[config.mk]
export PLATFORM = sky130hd
export DESIGN_NAME = baud_tick_gen
export DESIGN_NICKNAME = d
export VERILOG_FILES = /design/src/rtl/baud_tick_pkg.sv /design/src/rtl/bt_cfg_watch.sv /design/src/rtl/bt_prescaler.sv /design/src/rtl/bt_pow2_div.sv /design/src/rtl/baud_tick_gen.sv
export SDC_FILE = /design/constraint.sdc
export NUM_CORES = 1
export LEC_CHECK = 0
export BUFFER_PORTS_ARGS = -buffer_cell sky130_fd_sc_hd__buf_4
export CORE_UTILIZATION = 52
export DETAILED_ROUTE_END_ITERATION = 12
export PLACE_DENSITY = 0.78
export SETUP_SLACK_MARGIN = 0.4
export SLEW_MARGIN = 10
export SYNTH_ARGS = -nofsm -noshare
export SYNTH_HDL_FRONTEND = slang
export SYNTH_SLANG_ARGS = --single-unit
[constraint.sdc]
create_clock -name clk -period 2 [get_ports clk]
set_input_delay 0.1 -clock clk [delete_from_list [all_inputs] [get_ports clk]]
set_output_delay 0.1 -clock clk [all_outputs]
set_load 0.005 [all_outputs]
[src/rtl/baud_tick_pkg.sv]
package baud_tick_pkg;

  // Prescaler ratio: base minus the field, with the field clamped so the
  // ratio never falls below one.
  function automatic int unsigned presc_ratio(input int unsigned field,
                                              input int unsigned base);
    int unsigned f;
    f = (field > base - 1) ? base - 1 : field;
    return base - f;
  endfunction

endpackage

[src/rtl/bt_cfg_watch.sv]
module bt_cfg_watch #(
  parameter int W = 9
) (
  input  logic         clk,
  input  logic         rst_n,
  input  logic         run,
  input  logic [W-1:0] cfg,
  output logic         restart
);

  logic [W-1:0] cfg_q;

  // The copy follows the inputs even while idle, so a setting written
  // while disabled is not taken as a change later.
  always_ff @(posedge clk or negedge rst_n) begin
    if (!rst_n) cfg_q <= '0;
    else        cfg_q <= cfg;
  end

  assign restart = run && (cfg != cfg_q);

endmodule

[src/rtl/bt_prescaler.sv]
module bt_prescaler #(
  parameter int PRESC_W    = 6,
  parameter int PRESC_BASE = 65
) (
  input  logic               clk,
  input  logic               rst_n,
  input  logic               run,
  input  logic               clear,
  input  logic [PRESC_W-1:0] field,
  output logic               stb
);

  localparam int CNT_W = $clog2(PRESC_BASE + 1);

  logic [CNT_W-1:0] cnt_q;
  logic [CNT_W-1:0] term;
  logic             at_term;

  always_comb begin
    term = CNT_W'(baud_tick_pkg::presc_ratio(32'(field), PRESC_BASE) - 1);
  end

  assign at_term = (cnt_q == term);
  assign stb     = run && !clear && at_term;

  always_ff @(posedge clk or negedge rst_n) begin
    if (!rst_n)              cnt_q <= '0;
    else if (!run || clear)  cnt_q <= '0;
    else if (at_term)        cnt_q <= '0;
    else                     cnt_q <= cnt_q + 1'b1;
  end

endmodule

[src/rtl/bt_pow2_div.sv]
module bt_pow2_div #(
  parameter int CODE_W = 3
) (
  input  logic              clk,
  input  logic              rst_n,
  input  logic              run,
  input  logic              clear,
  input  logic              step,
  input  logic [CODE_W-1:0] code,
  output logic              wrap
);

  localparam int EXP_MAX = (1 << CODE_W) - 1;
  localparam int CNT_W   = (EXP_MAX > 0) ? EXP_MAX : 1;

  logic [CNT_W-1:0] cnt_q;
  logic [CNT_W-1:0] mask;

  // Terminal count 2^code - 1: one mask bit per possible exponent.
  for (genvar i = 0; i < CNT_W; i++) begin : g_mask
    assign mask[i] = (32'(code) > i);
  end

  assign wrap = step && (cnt_q == mask);

  always_ff @(posedge clk or negedge rst_n) begin
    if (!rst_n)             cnt_q <= '0;
    else if (!run || clear) cnt_q <= '0;
    else if (step)          cnt_q <= wrap ? '0 : cnt_q + 1'b1;
  end

endmodule

[src/rtl/baud_tick_gen.sv]
module baud_tick_gen #(
  parameter int PRESC_W    = 6,
  parameter int CODE_W     = 3,
  parameter int PRESC_BASE = 65
) (
  input  logic               clk,
  input  logic               rst_n,
  input  logic               enable,
  input  logic [PRESC_W-1:0] presc_field,
  input  logic [CODE_W-1:0]  div_code,
  output logic               tick
);

  logic restart;
  logic pre_stb;
  logic div_wrap;
  logic tick_q;

  bt_cfg_watch #(.W(PRESC_W + CODE_W)) u_watch (
    .clk     (clk),
    .rst_n   (rst_n),
    .run     (enable),
    .cfg     ({presc_field, div_code}),
    .restart (restart)
  );

  bt_prescaler #(.PRESC_W(PRESC_W), .PRESC_BASE(PRESC_BASE)) u_presc (
    .clk   (clk),
    .rst_n (rst_n),
    .run   (enable),
    .clear (restart),
    .field (presc_field),
    .stb   (pre_stb)
  );

  bt_pow2_div #(.CODE_W(CODE_W)) u_div (
    .clk   (clk),
    .rst_n (rst_n),
    .run   (enable),
    .clear (restart),
    .step  (pre_stb),
    .code  (div_code),
    .wrap  (div_wrap)
  );

  always_ff @(posedge clk or negedge rst_n) begin
    if (!rst_n)                 tick_q <= 1'b0;
    else if (!enable || restart) tick_q <= 1'b0;
    else                        tick_q <= div_wrap;
  end

  assign tick = tick_q;

endmodule

Yosys cells after proc, flatten, opt, wreduce, memory -nomap -nowiden
Index checks and enable logic that the tools add are counted.
- register bits after elaboration: 24
- output and inout port bits: 1
- add/sub/neg operators: 4
- order comparisons: 7
- eq/ne operators: 3
- muxes and demuxes: 6
- reductions and logical operators: 8
- operators by type and width (operator ; number):
    $mux W7 ; 5
    $add A7 B1 Y7 const B ; 2
    $eq A7 B7 Y1 ; 2
    $gt A3 B3 Y1 const B ; 3
    $ne A9 B9 Y1 ; 1
    $sub A7 B1 Y7 const B ; 1
    $sub A7 B6 Y7 const A ; 1
    $gt A3 B1 Y1 const B ; 2
    $gt A3 B2 Y1 const B ; 2
    $logic_and A1 B1 Y1 ; 4
    $logic_not A1 Y1 ; 2
    $reduce_bool A2 Y1 ; 1
    $logic_or A1 B1 Y1 ; 1
    $mux W1 ; 1

Logic depth before layout (Yosys ltp)
Gate-level depths: netlist of run 1.
- word-level depth: 9
- mapped depth: 9
- mapped depth without buffers: 8

Hierarchy
A second synthesis of run 1 with hierarchy kept.
- cell total of the unflattened synthesis: 134
- area total of the unflattened synthesis: 1417.6 µm²
- by module, submodules not included (module ; instances ; cells each ; area an instance (µm²)):
    bt_prescaler ; 1 ; 57 ; 544.3
    bt_pow2_div ; 1 ; 54 ; 513.0
    bt_cfg_watch ; 1 ; 21 ; 326.6
    baud_tick_gen ; 1 ; 2 ; 33.8

Worst setup path before layout of run 1
No wires, ideal clock.
- path type: register to register
- start point: register u_presc.cnt_q[4]
- end point: register u_div.cnt_q[3]
- setup time: 83 ps
- data arrival time: 2052 ps
- required time: 1917 ps
- setup slack: -134 ps
- stages on the path, launching flop included: 7
- path buffers: 0
- clock period less this slack: 2134 ps
- cells stage by stage: dfrtp_1 -> xor2_1 -> nor4b_2 -> a31oi_1 -> or4_4 -> or4b_1 -> a21oi_1
- longest elaborated chain between the ends: 6
- elaborated cells between the ends (all ways): 7
- classes of those cells: 1 x eq/ne; 3 x mux; 3 x reduce/logical
- ends and longest elaborated chain (what ; line ; RTL):
    start: declaration ; bt_prescaler.sv:15 ; logic [CNT_W-1:0] cnt_q;
    start signal: assignment ; bt_prescaler.sv:30 ; else cnt_q <= cnt_q + 1'b1;
    $eq A7 B7 Y1 * ; bt_prescaler.sv:23 ; assign at_term = (cnt_q == term);
    $logic_and A1 B1 Y1 * ; bt_prescaler.sv:24 ; assign stb = run && !clear && at_term;
    $logic_and A1 B1 Y1 ; bt_pow2_div.sv:24 ; assign wrap = step && (cnt_q == mask);
    $mux W7 (2 in series) ; bt_pow2_div.sv:29 ; else if (step) cnt_q <= wrap ? '0 : cnt_q + 1'b1;
    $mux W7 ; bt_pow2_div.sv:28 ; else if (!run || clear) cnt_q <= '0;
    end signal: assignment ; bt_pow2_div.sv:29 ;
    end: declaration ; bt_pow2_div.sv:16 ; logic [CNT_W-1:0] cnt_q;
Mark *: on every way between the ends. The rest lies on a longest branch, timed or not. The select of a mux whose other input is x is not followed.
A chain may end at the register's enable or synchronous reset.

Worst setup path after layout of run 1
- start point: register u_presc.cnt_q[2]
- end point: register u_div.cnt_q[3]
Same word-level chain as after synthesis.

==> results of run 1 <==
==> cell families after synthesis <==
kind of cell | count (synthesis)
and+or+nand+nor | 64
DFF | 24
xor gates and xnor gates | 22
AOI/OAI and AO/OA | 21
buffers and inverters | 7
adders and majority gates | 3
==> final timing paths <==
check / depth (start not counted) / slack (ps) / end / startpoint
max in group asynchronous: 2 / 1580 / u_watch.cfg_q[4]$_DFF_PN0_ / rst_n
setup / recovery: 6 / -180 / u_div.cnt_q[3]$_DFFE_PN0P_ / u_presc.cnt_q[2]$_DFF_PN0_
min in group asynchronous: 2 / 190 / u_div.cnt_q[4]$_DFFE_PN0P_ / rst_n
setup reg to reg: 6 / -180 / u_div.cnt_q[3]$_DFFE_PN0P_ / u_presc.cnt_q[2]$_DFF_PN0_
hold / removal: 2 / 20 / u_watch.cfg_q[3]$_DFF_PN0_ / presc_field[0]
hold reg to reg: 1 / 520 / u_presc.cnt_q[0]$_DFF_PN0_ / u_presc.cnt_q[0]$_DFF_PN0_
==> metal layers <==
metal  track usage  part of all wire  vias to the layer above
met2         0.445              0.52                       48
met3        0.0345             0.047                        4
li1              -                 -                      578
met5             0                 0                        -
met1         0.298              0.41                      570
met4         0.118             0.019                        0
==> timing repair <==
action / CTS / global route
gates cloned: 0 / 0
buffers inserted: 5 / 2
resized for setup: 7 / 7
hold endpoints to repair: 30 / 0
setup endpoints to repair: 15 / 15
hold buffers: 7 / 0
pin swaps: 4 / 4
==> where the power goes <==
part / leakage (nW) / switching, mW / internal, mW
Clock: 0.0210 / 0.151 / 0.112
Combinational: 0.420 / 0.0638 / 0.0655
Sequential: 0.315 / 0.00418 / 0.494
==> cell usage in the layout, fill, tap and decap left out, types with 3 or more instances in the layout <==
master	instances
dlygate4sd3_1	7
a21oi_2	4
buf_4	30
inv_1	3
xnor2_1	11
dfrtp_1	24
nor3_1	3
clkbuf_4	3
a31oi_1	4
o21ai_0	5
nand2_1	11
nand3_1	12
xor2_1	11
nor2_1	14
ha_1	3
==> cells in the mapped netlist, types with 2 or more instances <==
library cell / instances
dfrtp_1: 24
nor2_1: 14
nand3_1: 12
nand2_1: 11
xnor2_1: 11
xor2_1: 11
o21ai_0: 5
a21oi_1: 4
a31oi_1: 4
nor3_1: 4
clkbuf_1: 3
ha_1: 3
inv_1: 3
nor2b_1: 3
nor4_1: 3
a211o_1: 2
nand3b_1: 2
o211ai_1: 2
or2_2: 2
or4b_1: 2
==> state kept, by name, indices dropped and copies added, names as in the netlist <==
name           count
u_presc.cnt_q      7
tick               1
u_watch.cfg_q      9
u_div.cnt_q        7
==> area by class of cell <==
class	count	area share
Sequential cell	24	0.339
Inverter	3	0.00635
Tap cell	30	0.0212
Timing Repair Buffer	38	0.173
Multi-Input combinational cell	110	0.440
Clock buffer	4	0.0205
==> metrics by stage <==
stage | TNS, ps | setup WS, ps | cell area, um^2 | total power [mW] | util
after global routing | -2760 | -260 | 1770 | 0.926 | 0.722
final | -1320 | -182 | 1770 | 0.890 | 0.722
after global placement | -196 | -93.3 | 1550 | 0.604 | 0.630
after detailed placement | -801 | -164 | 1550 | 0.609 | 0.630
after CTS | -438 | -145 | 1720 | 0.888 | 0.700
after floorplan | -204 | -74.1 | 1350 | 0.557 | -
==> summary.md, run 1 <==
| Metric | Value |
|---|---|
| Clock sink total | `24` |
| CP Buf/Inv Count | `0` |
| HPWL Detailed | `2040 um` |
| Synthesized cell area | `1350 um^2` |
| Setup Skew | `about 2 ps` |
| # port buffers | `12` |
| First-pass GRT wire length | `approximately 4900 um` |
| CP Launch Type | `register` |
| Slowest stage cell, crit path | `or4_4` |
| Distinct cells, synth | `36` |
| Worst-Skew Late Latency | `around 330 ps` |
| Initial DRC Count | `33` |
| Register area share after synthesis | `0.444` |
| Critical setup path kind | `reg -> reg` |
| Worst setup margin | `-182 ps` |
| Largest family of logic cells by synthesized area | `simple AND/OR/NAND/NOR gates` |
| Max Slew Vio Count | `0` |
| Synth area leader | `dfrtp_1` |
| CP peak stage delay | `between 500 and 600 ps` |
| Starting density of the core | `0.550` |
| Post-Syn Nets | `approximately 160` |
| Routability cong. | `0.843` |
| Async SR Flop Fraction | `1.00` |
| Post-synthesis mux area share | `0` |
| Status | `complete, but fails checks` |
| Total Routed Length | `around 3300 um` |
| WL per Instance | `between 15 and 20 um` |
| Ys Warns | `0` |
| Core area | `roughly 2500 um^2` |
| Pin count of the biggest net entering global routing | `25` |
| Reg area | `roughly 600 um^2` |
| # nets final | `195` |
| Syn avg cell area | `between 9 and 10 um^2` |
| Drc violations | `0` |
| Final period utilization | `1.09` |
| Root Buffer | `clkbuf_4` |
| Final hold vios | `0` |
| CTS Buf Count | `3` |
| Worst Path Arrival | `between 2000 and 2500 ps` |
| Least-Margin Pin Slew | `398 ps` |
| Vias in the first global route | `roughly 1100` |
| Share of cells above drive strength 1 | `0.268` |
| Vias/cell | `about 5.7` |
| # diodes | `0` |
| CP top delay family | `simple AND/OR/NAND/NOR gates` |
| Synth Instances | `about 140` |
| Synth Area in Compound Gates | `0.0981` |
| Min Hold Slack | `roughly 21 ps` |
| Die width | `about 53 um` |
| H-tree levels | `1` |
| RSZ-0062 raised after global routing | `yes` |
| Setup crit end kind | `register` |
| XOR/XNOR share of the synthesized area | `0.143` |
| Pwr/cell area | `502 nW/um^2` |
| Adder-cell share of the synthesized area | `0.0278` |
| Max-cap violations | `0` |
| CTS tree | `built` |
| Placed insts | `~190` |
| Clock buffer depth | `2` |
| Leakage | `approximately 0.76 nW` |
| Fin crit period | `between 2000 and 2500 ps` |
| Rows | `18` |
| All-Layer GR Usage | `0.252` |
| Top FF cell, synth | `dfrtp_1` |
| Worst-path cell chain | `nor2b_2 -> nor4b_4 -> a31oi_1 -> or4_4 -> or4b_1 -> a21oi_2` |
| Syn-to-layout area delta | `31.2%` |
| Share of the synthesized area in the top cell type | `0.444` |
| Worst EP required | `2260 ps` |
| Synth area leaders | `dfrtp_1, xnor2_1, xor2_1` |
| Die area | `about 2800 um^2` |
| I/O pins | `13` |
| EDFF count, synth | `0` |
| Congestion Overflow GR | `0` |
| Failing checks | `setup timing` |
| Peak VDD IR | `just over 500 uV` |
| Simple-gate area share of the yosys netlist | `0.262` |
| Area occupied by multi-input gates | `781 um^2` |
| First drt pass iteration count | `5` |
| Vias post-DR | `1200` |
| Die H | `53.0 um` |
| Slew headroom | `0.733` |
| Fillcell total | `around 170` |
| Initial antenna violation count | `0` |
| Clock transition at the registers of the reported paths | `130 ps` |
| Setup violations, final | `14` |
| Min-delay worst type | `in -> reg` |
| Maximum clock frequency | `between 400 and 500 MHz` |
| Worst-path fanout max | `5` |
| Final non-filler cell total | `between 200 and 250` |
| DRT antenna net count | `0` |
| Register bit total from synthesis | `24` |
No activity file was read; power rests on OpenSTA's default activity.
==> run 2: changes to the inputs <==
--- a/config.mk
+++ b/config.mk
@@ -9,6 +9,7 @@
 export CORE_UTILIZATION = 52
 export DETAILED_ROUTE_END_ITERATION = 12
 export PLACE_DENSITY = 0.78
+export RECOVER_POWER = 100
 export SETUP_SLACK_MARGIN = 0.4
 export SLEW_MARGIN = 10
 export SYNTH_ARGS = -nofsm -noshare
==> constraint.sdc (replaced) <==
create_clock -name clk -period 1.8 [get_ports clk]
set_input_delay 0.09 -clock clk [delete_from_list [all_inputs] [get_ports clk]]
set_output_delay 0.09 -clock clk [all_outputs]
set_load 0.005 [all_outputs]
==> run 2 against run 1 <==
  * The flow still finishes with violations (setup timing)
  * Via count increased by 8.1%
  * Sequential power up 11%
  * First-iteration DRC count rose by 140%
  * Utilization is 4.5 points higher
  * Sequential share of layout area fell by 2.0 points
  * Fmax shrank 0.61%
  * Non-clock buffer count rose by 11
  * Flip-flop and latch count did not move
  * Power increased by 24%
  * Combinational power up 19%
  * Worst hold slack better by 42 ps
  * Critical endpoint is now u_div.cnt_q[5]$_DFFE_PN0P_
==> summary.md, run 2 (synthesis results as in run 1) <==
| Metric | Value |
|---|---|
| Final instance area | `1880 um^2 (+6.3%)` |
| R2r startpoint | `u_presc.cnt_q[2]$_DFF_PN0_` |
| Commonest non-fill, non-tap cells in the layout | `buf_4, dfrtp_1, nor2_1` |
| Placed insts | `202 (+5.8%)` |
| Routability cong. | `0.779 (-7.6%)` |
| Worst EP required | `2050 ps (-210 ps)` |
| Top reg by flops | `u_watch.cfg_q` |
| Setup crit end kind | `register` |
| CP Launch Type | `register` |
| Final hold vios | `0 (unchanged)` |
| Fin crit period | `2200 ps (+13.4 ps)` |
| Status | `complete, but fails checks` |
| Core area | `2450 um^2 (unchanged)` |
| Initial antenna violation count | `0 (unchanged)` |
| Worst Path Arrival | `2450 ps (about the same)` |
| Clock share of power | `0.360 (+0.065)` |
| Cell Area, Placed | `1630 um^2 (+5.3%)` |
| Initial DRC Count | `79 (+140%)` |
| Fillcell total | `161 (-6.9%)` |
| Maximum clock frequency | `455 MHz (-0.61%)` |
| Hold Path Sink | `u_watch.cfg_q[7]$_DFF_PN0_` |
| Worst flop-to-flop path endpoint | `u_div.cnt_q[5]$_DFFE_PN0P_` |
| Leakage | `0.783 nW (+3.7%)` |
| Worst setup margin | `-395 ps (-213 ps)` |
| Slew headroom | `0.125 (-0.608)` |
| Die area | `2810 um^2 (unchanged)` |
| Reg-to-reg slack, setup | `-400 ps (-210 ps)` |
| Switching Fraction | `0.234 (-0.0119)` |
| Vias in the first global route | `1246 (+9.1%)` |
| Congestion Overflow GR | `0 (unchanged)` |
| # diodes | `0 (unchanged)` |
| CTS Buf Count | `3 (unchanged)` |
| Power, Total | `1.11 mW (+24%)` |
| I/O pins | `13 (unchanged)` |
| Max-cap violations | `0 (unchanged)` |
| RSZ-0062 raised after global routing | `yes` |
| First-pass GRT wire length | `5670 um (+15%)` |
| Hold Crit Depth | `2 (unchanged)` |
| Least-Margin Pin Slew | `1310 ps (+914 ps)` |
| Final period utilization | `1.22 (+0.129)` |
| Worst-Skew Late Latency | `320 ps (about the same)` |
| Syn-to-layout area delta | `39.4%` |
| Starting density of the core | `0.550 (unchanged)` |
| Largest regs | `u_watch.cfg_q (9), u_div.cnt_q (7), u_presc.cnt_q (7)` |
| Root Buffer | `clkbuf_4` |
| CTS tree | `built` |
| All-Layer GR Usage | `0.285 (+0.0334)` |
| Int Power | `0.848 mW (+26%)` |
| Worst-path fanout max | `6 (+1)` |
| # nets final | `206 (+5.6%)` |
| Min Hold Slack | `63.0 ps (+42.1 ps)` |
| Share of cells above drive strength 1 | `0.316 (+0.0476)` |
| Failing checks | `setup timing` |
| Max reg flops | `9 (unchanged)` |
| # port buffers | `12 (unchanged)` |
| Commonest non-fill, non-tap cell in the layout | `buf_4` |
| Clock buffer depth | `2 (unchanged)` |
| Drc violations | `0 (unchanged)` |
| Pwr/cell area | `588 nW/um^2 (+17%)` |
| Logic pwr share | `0.139 (-0.006)` |
| Clock transition at the registers of the reported paths | `150 ps (+20 ps)` |
| Pin count of the biggest net entering global routing | `25 (unchanged)` |
| Min-delay worst type | `in -> reg` |
| Hold Path Origin | `presc_field[4]` |
| Die H | `53.0 um (unchanged)` |
| Setup tns final | `-2820 ps (-1500 ps)` |
| H-tree levels | `1 (unchanged)` |
| Clock sink total | `24 (unchanged)` |
| R2R depth | `6 (unchanged)` |
| Vias/cell | `5.90 (+2.7%)` |
| Final non-filler cell total | `220 (+5.3%)` |
| Die width | `53.0 um (unchanged)` |
| Total Routed Length | `4010 um (+23%)` |
| Max Slew Vio Count | `0 (unchanged)` |
| Vias post-DR | `1297 (+8.1%)` |
| WL per Instance | `18.2 um (+17%)` |
| First drt pass iteration count | `6 (+1)` |
| Rows | `18 (unchanged)` |
| Critical setup path kind | `reg -> reg` |
| HPWL Detailed | `2290 um (+12%)` |
| DRT antenna net count | `0 (unchanged)` |
| Sequential Power Share | `0.501 (-0.059)` |
| NetSw | `0.259 mW (+18%)` |
| Setup Skew | `11.1 ps (+9.10 ps)` |
| Peak VDD IR | `399 uV (-21%)` |
| Setup violations, final | `15 (+1)` |
## run 2: cell types whose count changed in the layout (fill, tap and decap cells not counted), sizes merged
| cell | before | now |
|---|---|---|
| bufinv | 0 | 1 |
| buf | 31 | 33 |
| clkbuf | 4 | 13 |
| dlygate4sd3 | 7 | 6 |
## run 2: timing repair
item                                   in CTS  in global routing
pin swaps                                   6                  9
resized for setup                           7                 18
hold buffers                                6                  0
buffers inserted                            5                  3
setup endpoints to repair                  15                 15
endpoints found under the hold margin      29                  0
## run 2: final cells by class
class                   count  area [um^2]  area share
multi-input cells         110          826       0.438
clock buffers               3         22.5      0.0120
inverters                   3         11.3     0.00598
repair buffers             49          357       0.189
clock inverters             1         30.0      0.0159
well taps                  30         37.5      0.0199
flip-flops and latches     24          601       0.319
## run 2: critical path, cell delays in order (launching register included)
cell and delay, ps:
dfrtp_1 440, nor2b_2 240, a211o_1 150, a31oi_2 110
or4_4 550, or4b_4 520, a21oi_2 130
## run 2: layer usage
| metal | vias to the layer above | track usage | routed length (um) |
|---|---|---|---|
| met3 | 16 | 0.0402 | 255 |
| met5 | - | 0 | 0 |
| met1 | 620 | 0.332 | 1550 |
| met2 | 64 | 0.523 | 2090 |
| met4 | 0 | 0.105 | 119 |
| li1 | 597 | - | - |
## run 2: worst max-delay path by stage
stage	endpoint	start	slack, ps
4_1_cts	u_div.cnt_q[5]$_DFFE_PN0P_	u_presc.cnt_q[4]$_DFF_PN0_	-390
6_report	u_div.cnt_q[5]$_DFFE_PN0P_	u_presc.cnt_q[2]$_DFF_PN0_	-400
3_3_place_gp	u_div.cnt_q[3]$_DFFE_PN0P_	presc_field[0]	-270
3_5_place_dp	u_div.cnt_q[3]$_DFFE_PN0P_	presc_field[0]	-410
5_1_grt	u_div.cnt_q[5]$_DFFE_PN0P_	u_presc.cnt_q[3]$_DFF_PN0_	-450
2_1_floorplan	u_div.cnt_q[0]$_DFFE_PN0P_	u_presc.cnt_q[4]$_DFF_PN0_	-270
## run 2: metrics by stage
stage / setup slack [ps] / util
3_5_place_dp: -410 / 0.664
2_1_floorplan: -274 / -
4_1_cts: -393 / 0.737
5_1_grt: -454 / 0.768
3_3_place_gp: -267 / 0.664
6_report: -395 / 0.768
## run 2: power groups by stage
| stage | Sequential (mW) | Clock (mW) | Combinational (mW) |
|---|---|---|---|
| finish | 0.555 | 0.399 | 0.154 |
| global route | 0.556 | 0.414 | 0.164 |
| CTS | 0.554 | 0.398 | 0.142 |
| detailed placement | 0.565 | 0 | 0.121 |
| global placement | 0.564 | 0 | 0.114 |
| floorplan | 0.564 | 0 | 0.0547 |
==> run 3: changes to the inputs <==
--- a/config.mk
+++ b/config.mk
@@ -8,10 +8,12 @@
 export BUFFER_PORTS_ARGS = -buffer_cell sky130_fd_sc_hd__buf_4
 export CORE_UTILIZATION = 52
 export DETAILED_ROUTE_END_ITERATION = 12
+export GPL_TIMING_DRIVEN = 0
 export PLACE_DENSITY = 0.78
 export RECOVER_POWER = 100
 export SETUP_SLACK_MARGIN = 0.4
 export SLEW_MARGIN = 10
 export SYNTH_ARGS = -nofsm -noshare
 export SYNTH_HDL_FRONTEND = slang
+export SYNTH_HIERARCHICAL = 1
 export SYNTH_SLANG_ARGS = --single-unit
==> run 3 against run 2 <==
  * Largest cell class unchanged
  * Count of clock-buffer cells in the layout did not move
  * Critical path type unchanged
  * Clock skew decreased by 5.2 ps
  * The flow still finishes with violations (setup timing)
  * Cell area shrank 1.8%
==> summary.md, run 3 <==
| Metric | Value |
|---|---|
| Status | `complete, but fails checks` |
| Failing checks | `setup timing` |
| Worst-Skew Late Latency | `300 ps (-20 ps)` |
| Synth area leader | `dfrtp_1` |
| Rows | `18 (unchanged)` |
| Drc violations | `0 (unchanged)` |
| Setup Skew | `5.89 ps (-5.20 ps)` |
| Register bit total from synthesis | `24 (unchanged)` |
| # nets final | `190 (-7.8%)` |
| Min-delay worst type | `in -> reg` |
| Core area | `2520 um^2 (+2.8%)` |
| Commonest non-fill, non-tap cell in the layout | `dfrtp_1` |
| Peak VDD IR | `421 uV (+5.7%)` |
| WL per Instance | `17.4 um (-4.7%)` |
| Syn avg cell area | `10.6 um^2 (+10%)` |
| Distinct cells, synth | `43 (+19%)` |
| Area occupied by multi-input gates | `835 um^2 (+1.1%)` |
| RSZ-0062 raised after global routing | `yes` |
| Fin crit period | `2350 ps (+159 ps)` |
| Setup tns final | `-4560 ps (-1730 ps)` |
| Utilization after layout | `0.734 (-0.0340)` |
| Clock sink total | `24 (unchanged)` |
| Post-synth top cells | `dfrtp_1, xnor2_1, nor3_1, xor2_1` |
| Worst Path Arrival | `2540 ps (+90 ps)` |
| H-tree levels | `1 (unchanged)` |
| Critical setup path kind | `reg -> reg` |
| Vias post-DR | `1226 (-5.5%)` |
| Leakage | `0.766 nW (-2.1%)` |
| CP Launch Type | `register` |
| Initial antenna violation count | `0 (unchanged)` |
| Worst-path fanout max | `4 (-2)` |
| Reg area | `601 um^2 (unchanged)` |
| Clock transition at the registers of the reported paths | `120 ps (-30 ps)` |
| Final instance area | `1850 um^2 (-1.8%)` |
| HPWL Detailed | `2010 um (-13%)` |
| Vias/cell | `6.04 (+2.4%)` |
| Die H | `54.2 um (+2.3%)` |
| Cell Area, Placed | `1560 um^2 (-4.1%)` |
| Setup violations, final | `10 (-5)` |
| Worst EP required | `1980 ps (-70 ps)` |
| EDFF count, synth | `0 (unchanged)` |
| Pwr/cell area | `530 nW/um^2 (-9.8%)` |
| Final hold vios | `0 (unchanged)` |
| Place WS | `-681 ps (-271 ps)` |
| Synth area leaders | `dfrtp_1, xnor2_1, xor2_1` |
| Clock buffer depth | `2 (unchanged)` |
| Max reg flops | `9 (unchanged)` |
| Largest regs | `u_watch/cfg_q (9), u_div/cnt_q (7), u_presc/cnt_q (7)` |
| Slew headroom | `0.159 (+0.0340)` |
| Share of cells above drive strength 1 | `0.243 (-0.0730)` |
| Die width | `54.2 um (+2.3%)` |
| Setup crit end kind | `register` |
| Register area share after synthesis | `0.424 (-0.0208)` |
| Maximum clock frequency | `425 MHz (-6.8%)` |
| Routability cong. | `0.822 (+5.5%)` |
| First-pass GRT wire length | `4920 um (-13%)` |
| Count leader, synth | `dfrtp_1` |
| CTS Buf Count | `3 (unchanged)` |
| Placed insts | `176 (-13%)` |
| Commonest non-fill, non-tap cells in the layout | `dfrtp_1, xnor2_1, dlygate4sd3_1, buf_6, xor2_1` |
| Root Buffer | `clkbuf_4` |
| All-Layer GR Usage | `0.240 (-0.0453)` |
| I/O pins | `13 (unchanged)` |
| Fillcell total | `169 (+5.0%)` |
| Synthesized cell area | `1420 um^2 (+4.9%)` |
| Final non-filler cell total | `203 (-7.7%)` |
| Ys Warns | `6 (+6)` |
| Max-cap violations | `0 (unchanged)` |
| Post-Syn Nets | `149 (-4.5%)` |
| # diodes | `0 (unchanged)` |
| Vias in the first global route | `1123 (-9.9%)` |
| CTS tree | `built` |
| Worst setup margin | `-555 ps (-159 ps)` |
| Pin count of the biggest net entering global routing | `25 (unchanged)` |
| Async SR Flop Fraction | `1.00 (unchanged)` |
| Synth Instances | `134 (-5.0%)` |
| Share of the synthesized area in the top cell type | `0.424 (-0.0208)` |
| Total Routed Length | `3530 um (-12%)` |
| Syn-to-layout area delta | `30.5%` |
| Min Hold Slack | `102 ps (+39.0 ps)` |
| Power, Total | `0.981 mW (-11%)` |
| Max Slew Vio Count | `0 (unchanged)` |
| # port buffers | `12 (unchanged)` |
| Top FF cell, synth | `dfrtp_1` |
| Top reg by flops | `u_watch/cfg_q` |
| Final period utilization | `1.31 (+0.0884)` |
| Least-Margin Pin Slew | `1260 ps (-51.0 ps)` |
| Starting density of the core | `0.562 (+0.0115)` |
| Congestion Overflow GR | `0 (unchanged)` |
| Initial DRC Count | `29 (-63%)` |
| First drt pass iteration count | `4 (-2)` |
| Die area | `2940 um^2 (+4.7%)` |
| DRT antenna net count | `0 (unchanged)` |
-- run 3: changes by cell type after synthesis, moves of 4 or more --
| cell | previous run | this run |
|---|---|---|
| nor2_1 | 14 | 5 |
| xnor2_1 | 11 | 18 |
| a311oi_1 | 0 | 6 |
| nand3_1 | 12 | 6 |
| nor3_1 | 4 | 10 |
| nand2_1 | 11 | 6 |
| o21ai_0 | 5 | 1 |
-- run 3: what timing repair did --
action,4_1_cts,5_1_grt
gates resized for setup,13,12
endpoints found under the setup margin,15,15
buffers inserted,12,2
pin swaps,10,5
cloned,0,0
hold buffers,10,0
hold endpoints to repair,33,0
-- run 3: logic make-up after synthesis --
| family | synth area share |
|---|---|
| flops | 0.424 |
| fa+ha+maj | 0.0265 |
| xor+xnor | 0.173 |
| compound gates | 0.150 |
| buf+inv | 0.0318 |
| simple gates | 0.195 |
-- run 3: per-layer routing --
metal,GRT usage,routed length (um),vias to the layer above
li1,-,-,571
met5,0,0,-
met3,0.0389,166,10
met1,0.296,1540,607
met4,0.103,69,0
met2,0.411,1750,38
-- run 3: layout make-up --
class	instances	area share
multi-input cells	101	0.451
well taps	30	0.0203
repair buffers	36	0.160
clock buffers	3	0.0122
inverters	5	0.0101
flip-flops and latches	24	0.325
plain buffers	4	0.0223
-- run 3: path summary, 6_finish.rpt --
path / start / to / slack, ps / cells past startpoint
min reg2reg: u_presc/cnt_q[0]$_DFF_PN0_ / u_presc/cnt_q[0]$_DFF_PN0_ / 580 / 1
min: enable / tick$_DFF_PN0_ / 100 / 2
max: u_watch/cfg_q[0]$_DFF_PN0_ / u_div/cnt_q[1]$_DFFE_PN0P_ / -550 / 9
max in group asynchronous: rst_n / u_div/cnt_q[2]$_DFFE_PN0P_ / 480 / 2
max reg2reg: u_watch/cfg_q[0]$_DFF_PN0_ / u_div/cnt_q[1]$_DFFE_PN0P_ / -550 / 9
min in group asynchronous: rst_n / u_watch/cfg_q[3]$_DFF_PN0_ / 580 / 2
-- run 3: worst max-delay path, cell delays in order, from the launching register on --
cell      delay (ps)
dfrtp_1          420
xnor2_2          170
nand3_1          100
o41a_1           430
nor2b_2          150
and4_4           240
buf_8            110
o211ai_1         180
o311ai_1         330
a21oi_1          120
-- run 3: report_power, final --
group	internal (mW)	leakage (nW)	total [mW]	switching (mW)
combinational	0.0969	0.439	0.197	0.100
sequential	0.551	0.313	0.561	0.00931
clock	0.0779	0.0138	0.223	0.145
total	0.726	0.766	0.981	0.255
